--- src/rtl/wpa_pkg.sv ---
package wpa_pkg;

    typedef enum logic [1:0] {
        WPA_IDLE  = 2'd0,
        WPA_ISSUE = 2'd1,
        WPA_DATA  = 2'd2
    } wpa_state_e;

    // Data lands in the next controller cycle when its slot precedes the command slot.
    function automatic bit data_wraps(input int cmd_phase, input int data_phase);
        return data_phase < cmd_phase;
    endfunction

    function automatic int lanes_of(input int data_w);
        return data_w / 8;
    endfunction

endpackage

--- src/rtl/wpa_sched.sv ---
module wpa_sched
    import wpa_pkg::*;
#(
    parameter bit WRAP = 1'b0
) (
    input  logic clk,
    input  logic rst,
    input  logic req_valid,
    input  logic req_we,
    output logic req_ready,
    output logic accept,
    output logic load_cmd,
    output logic load_data,
    output logic data_from_hold
);
    wpa_state_e state_q, state_d;

    always_comb begin
        state_d        = state_q;
        req_ready      = 1'b0;
        accept         = 1'b0;
        load_cmd       = 1'b0;
        load_data      = 1'b0;
        data_from_hold = 1'b0;
        unique case (state_q)
            WPA_IDLE: begin
                req_ready = 1'b1;
                if (req_valid) begin
                    accept   = 1'b1;
                    load_cmd = 1'b1;
                    if (req_we && WRAP) begin
                        state_d = WPA_DATA;
                    end else begin
                        load_data = req_we;
                        state_d   = WPA_ISSUE;
                    end
                end
            end
            WPA_DATA: begin
                load_data      = 1'b1;
                data_from_hold = 1'b1;
                state_d        = WPA_ISSUE;
            end
            WPA_ISSUE: begin
                state_d = WPA_IDLE;
            end
            default: state_d = WPA_IDLE;
        endcase
    end

    always_ff @(posedge clk) begin
        if (rst) state_q <= WPA_IDLE;
        else     state_q <= state_d;
    end
endmodule

--- src/rtl/wpa_mask_gen.sv ---
module wpa_mask_gen #(
    parameter int LANES = 4
) (
    input  logic [LANES-1:0] sel,
    output logic [LANES-1:0] mask
);
    for (genvar b = 0; b < LANES; b++) begin : g_lane
        assign mask[b] = ~sel[b];
    end
endmodule

--- src/rtl/wpa_slot_reg.sv ---
module wpa_slot_reg #(
    parameter int DATA_W  = 32,
    parameter bit IS_CMD  = 1'b0,
    parameter bit IS_DATA = 1'b0,
    localparam int LANES  = DATA_W / 8
) (
    input  logic              clk,
    input  logic              rst,
    input  logic              load_cmd,
    input  logic              load_data,
    input  logic              op_we,
    input  logic [DATA_W-1:0] op_data,
    input  logic [LANES-1:0]  op_mask,
    output logic              cmd_valid,
    output logic              cmd_we,
    output logic              data_en,
    output logic [DATA_W-1:0] data,
    output logic [LANES-1:0]  mask
);
    always_ff @(posedge clk) begin
        if (rst) begin
            cmd_valid <= 1'b0;
            cmd_we    <= 1'b0;
            data_en   <= 1'b0;
            data      <= '0;
            mask      <= '0;
        end else begin
            cmd_valid <= IS_CMD && load_cmd;
            cmd_we    <= IS_CMD && load_cmd && op_we;
            data_en   <= IS_DATA && load_data;
            data      <= (IS_DATA && load_data) ? op_data : '0;
            if (load_cmd) mask <= op_mask;
        end
    end
endmodule

--- src/rtl/ddr_wr_phase_align.sv ---
module ddr_wr_phase_align
    import wpa_pkg::*;
#(
    parameter int NPHASES    = 2,
    parameter int CMD_PHASE  = 0,
    parameter int DATA_PHASE = 1,
    parameter int DATA_W     = 32,
    parameter int ADDR_W     = 16
) (
    input  logic                              clk,
    input  logic                              rst,
    input  logic                              req_valid,
    output logic                              req_ready,
    input  logic                              req_we,
    input  logic [ADDR_W-1:0]                 req_addr,
    input  logic [DATA_W-1:0]                 req_data,
    input  logic [DATA_W/8-1:0]               req_sel,
    output logic [NPHASES-1:0]                phy_cmd_valid,
    output logic [NPHASES-1:0]                phy_cmd_we,
    output logic [ADDR_W-1:0]                 phy_cmd_addr,
    output logic [NPHASES-1:0]                phy_wrdata_en,
    output logic [NPHASES*DATA_W-1:0]         phy_wrdata,
    output logic [NPHASES*(DATA_W/8)-1:0]     phy_wrmask
);
    localparam int LANES = lanes_of(DATA_W);
    localparam bit WRAP  = data_wraps(CMD_PHASE, DATA_PHASE);

    logic              accept, load_cmd, load_data, data_from_hold;
    logic [DATA_W-1:0] hold_data, data_src;
    logic [LANES-1:0]  new_mask;

    wpa_sched #(.WRAP(WRAP)) i_sched (
        .clk            (clk),
        .rst            (rst),
        .req_valid      (req_valid),
        .req_we         (req_we),
        .req_ready      (req_ready),
        .accept         (accept),
        .load_cmd       (load_cmd),
        .load_data      (load_data),
        .data_from_hold (data_from_hold)
    );

    wpa_mask_gen #(.LANES(LANES)) i_mask (
        .sel  (req_sel),
        .mask (new_mask)
    );

    always_ff @(posedge clk) begin
        if (rst) begin
            hold_data    <= '0;
            phy_cmd_addr <= '0;
        end else if (accept) begin
            hold_data    <= req_data;
            phy_cmd_addr <= req_addr;
        end
    end

    assign data_src = data_from_hold ? hold_data : req_data;

    for (genvar p = 0; p < NPHASES; p++) begin : g_slot
        wpa_slot_reg #(
            .DATA_W  (DATA_W),
            .IS_CMD  (p == CMD_PHASE),
            .IS_DATA (p == DATA_PHASE)
        ) i_slot (
            .clk       (clk),
            .rst       (rst),
            .load_cmd  (load_cmd),
            .load_data (load_data),
            .op_we     (req_we),
            .op_data   (data_src),
            .op_mask   (new_mask),
            .cmd_valid (phy_cmd_valid[p]),
            .cmd_we    (phy_cmd_we[p]),
            .data_en   (phy_wrdata_en[p]),
            .data      (phy_wrdata[p*DATA_W +: DATA_W]),
            .mask      (phy_wrmask[p*LANES +: LANES])
        );
    end
endmodule

--- config.mk ---
export PLATFORM = sky130hd
export DESIGN_NAME = ddr_wr_phase_align
export DESIGN_NICKNAME = d
export VERILOG_FILES = /design/src/rtl/wpa_pkg.sv /design/src/rtl/wpa_sched.sv /design/src/rtl/wpa_mask_gen.sv /design/src/rtl/wpa_slot_reg.sv /design/src/rtl/ddr_wr_phase_align.sv
export SDC_FILE = /design/constraint.sdc
export NUM_CORES = 1
export LEC_CHECK = 0
export BUFFER_PORTS_ARGS = -buffer_cell sky130_fd_sc_hd__buf_2
export CAP_MARGIN = 20
export CORE_MARGIN = 10
export CORE_UTILIZATION = 41
export CTS_CLUSTER_DIAMETER = 200
export CTS_CLUSTER_SIZE = 16
export DETAILED_ROUTE_END_ITERATION = 8
export GPL_TIMING_DRIVEN = 0
export PLACE_DENSITY = 0.91
export SYNTH_ARGS = -nofsm -noshare
export SYNTH_HDL_FRONTEND = slang
export SYNTH_SLANG_ARGS = --single-unit
--- constraint.sdc ---
create_clock -name clk -period 1.5 [get_ports clk]
set_input_delay 0.15 -clock clk [delete_from_list [all_inputs] [get_ports clk]]
set_output_delay 0.15 -clock clk [all_outputs]
set_load 0.01 [all_outputs]
==> impl_metrics.env <==
export IMPL_outcome="finished, final reports clean"
export IMPL_drv_cap=0
export IMPL_die_h_um=93.5
export IMPL_multi_input_area_sq_um=826
export IMPL_drv_slew=0
export IMPL_synth_seq_cells=56
export IMPL_layout_nets=420
export IMPL_synthCells=209
export IMPL_grt_antenna_before_repair=0
export IMPL_synth_area_sq_um=2220
export IMPL_diodes=0
export IMPL_ys_warn_count=0
export IMPL_grt_pass1_vias=1915
export IMPL_tritoncts="done"
export IMPL_path_cells="buf_2 > and4bb_4 > buf_6 > and2_1"
export IMPL_area_delta_synth_final_pct=39.2
export IMPL_finClkSkew_ps=11.4
export IMPL_cellPowerDensity_nw_per_um2=901
export IMPL_min_to="g_slot[1].i_slot.data[30]"
export IMPL_final_fill_count=461
export IMPL_muxShareOfSynthArea=0.0203
export IMPL_die_w_um=93.5
export IMPL_rr_endpoint="g_slot[1].i_slot.data[9]"
export IMPL_r2r_cells=4
export IMPL_cts_inserted_buffers=5
export IMPL_start_util=0.429
export IMPL_postPlaceCellArea_sq_um=3010
export IMPL_synth_xor_area_share=0
export IMPL_fin_crit_sh=0.843
export IMPL_final_cells=434
export IMPL_hold_path_startpoint="req_data[30]"
export IMPL_drc=0
export IMPL_ant_nets=0
export IMPL_end_kind="flop"
export IMPL_grtUsageTotal=0.133
export IMPL_first_iter_violations=50
export IMPL_via_count=1795
export IMPL_cts_reportedPaths_clkPinSlew_ps=100
export IMPL_synth_top_family_by_area="simple AND/OR/NAND/NOR gates"
export IMPL_hpwl_mm=5.05
export IMPL_grt_pass1_wl_mm=9.30
export IMPL_ys_seq_area_frac=0.506
export IMPL_rows=26
export IMPL_rsz0062_at_grt="no"
export IMPL_leakage_nw=1.64
export IMPL_r2r_start="i_sched.state_q[0]"
export IMPL_drtPass1Iterations=4
export IMPL_worstSetupPathType="reg -> reg"
export IMPL_cts_resized=0
export IMPL_syn_area_per_cell_sq_um=10.6
export IMPL_root_buffer="clkbuf_8"
export IMPL_synth_simple_area_share=0.257
export IMPL_worst_ep_arrival_time_ps=1460
export IMPL_synth_compound_area_share=0.0361
export IMPL_critPathMaxStageDelay_ps=320
export IMPL_io_buffers=115
export IMPL_synth_cell_types=18
export IMPL_drive_gt1_frac=0.486
export IMPL_hp_class="in -> reg"
export IMPL_synthAdderAreaFrac=0
export IMPL_regArea_sq_um=1120
export IMPL_power_mw=2.78
export IMPL_die_area_sq_um=8750
export IMPL_io_pins=151
export IMPL_fin_crit_ps=1270
export IMPL_max_freq_ghz=0.790
export IMPL_cts_sink_count=56
export IMPL_viasPerCell=4.14
export IMPL_cts_setup_buffers=0
export IMPL_slowest_stage="dfxtp_1"
export IMPL_gp_congestion=0.717
export IMPL_min_path_cells=2
export IMPL_postLayoutCellArea_sq_um=3090
export IMPL_hold_violations=0
export IMPL_routed_wl_mm=6.02
export IMPL_clockBufferDepth=2
export IMPL_grt_start_max_net_pins=20
export IMPL_dp_cells=428
export IMPL_required_ps=1700
export IMPL_wl_per_cell_um=13.9
export IMPL_finalSetupViolCount=0
export IMPL_worstSkewPairLatency_ps=300
export IMPL_core_sq_um=5170
export IMPL_crit_fanout=19
export IMPL_startpoint_type="flop"
export IMPL_h_tree_depth=2
export IMPL_ir_worst_vdd_v=0.000472
export IMPL_postCtsHoldBufs=0
export IMPL_reg2reg_slack_ps=230
export IMPL_grt_overflow=0
export IMPL_tns_ps=0
registers in the layout, indices dropped and copies added, names as in the netlist:
register                 cells
g_slot.i_slot.data          32
phy_cmd_addr                16
g_slot.i_slot.mask           4
g_slot.i_slot.cmd_valid      1
i_sched.state_q              1
g_slot.i_slot.cmd_we         1
g_slot.i_slot.data_en        1
how the worst max path moves through the flow:
stage | startpoint | endpoint | slack (ps) | depth (start not counted)
final | i_sched.state_q[0] | g_slot[1].i_slot.data[9] | 230 | 4
after global routing | i_sched.state_q[0] | req_ready | 150 | 3
after global placement | i_sched.state_q[0] | g_slot[1].i_slot.data[6] | 340 | 4
after detailed placement | i_sched.state_q[0] | phy_cmd_addr[12] | 290 | 4
after CTS | i_sched.state_q[0] | g_slot[1].i_slot.data[17] | 220 | 4
after floorplan | i_sched.state_q[0] | g_slot[1].i_slot.mask[1] | 420 | 3
worst max-delay path, delay by kind of cell (launching register included):
| family | cells | cell delay, ps |
|---|---|---|
| DFF | 1 | 320 |
| buffers and inverters | 2 | 420 |
| and+or+nand+nor | 2 | 430 |
report_power, final:
group	internal, mW	total [mW]	switching (mW)
registers	1.55	1.57	0.0225
logic	0.241	0.451	0.210
clock network	0.317	0.760	0.444
cell usage in the layout, fill, tap and decap left out:
cell type	count
clkbuf_2	1
o21ai_0	16
nand4bb_1	16
and4bb_4	1
conb_1	35
inv_1	1
nor2b_1	6
and2_1	32
and2b_4	1
nor2_1	4
buf_2	117
buf_4	42
clkbuf_1	4
buf_6	4
mux2_2	4
nor4bb_1	1
nand2b_1	16
dfxtp_1	56
clkbuf_8	5
clkinvlp_4	1
clkinv_2	1
per-layer routing:
| layer | part of all wire | global-route usage |
|---|---|---|
| met1 | 0.33 | 0.118 |
| met2 | 0.51 | 0.240 |
| met3 | 0.14 | 0.0847 |
| met4 | 0.0091 | 0.0418 |
| met5 | 0 | 0 |
metrics by stage:
step	setup slack, ps	utilization	hold WS (ps)
after floorplan	418	-	272
after global placement	339	0.582	349
after detailed placement	290	0.582	351
after CTS	215	0.597	25.0
after global routing	148	0.597	28.9
final	235	0.597	35.9
cell usage after synthesis:
| master | count | share of area |
|---|---|---|
| nor4bb_1 | 1 | 0.0045 |
| buf_2 | 2 | 0.0045 |
| nand4bb_1 | 16 | 0.081 |
| and4bb_4 | 1 | 0.0073 |
| nor2_1 | 4 | 0.0068 |
| and2_1 | 32 | 0.090 |
| mux2_2 | 4 | 0.020 |
| dfxtp_1 | 56 | 0.51 |
| nor2b_1 | 6 | 0.017 |
| buf_6 | 4 | 0.020 |
| conb_1 | 1 | 0.0017 |
| and2b_4 | 1 | 0.0045 |
| clkbuf_2 | 1 | 0.0023 |
| nand2b_1 | 16 | 0.045 |
| o21ai_0 | 16 | 0.036 |
| clkbuf_1 | 5 | 0.0085 |
| buf_4 | 42 | 0.14 |
| inv_1 | 1 | 0.0017 |
cell families (layout without fill, tap and decap cells):
| kind of cell | after synthesis | in the layout |
|---|---|---|
| AO/OA/AOI/OAI | 16 | 16 |
| buffers and inverters | 55 | 176 |
| flip-flops | 56 | 56 |
| multiplexers | 4 | 4 |
| other | 1 | 35 |
| AND/OR/NAND/NOR | 77 | 77 |
final cells by class:
cell class	count	share of cell area
buffer	53	0.127
multi-input combinational	132	0.268
clock inverter	2	0.00406
clock buffer	5	0.0223
inverter	1	0.00122
sequential	56	0.363
timing repair buffer	115	0.187
tap	70	0.0284
Note: power is estimated with default switching activity, not from simulation.
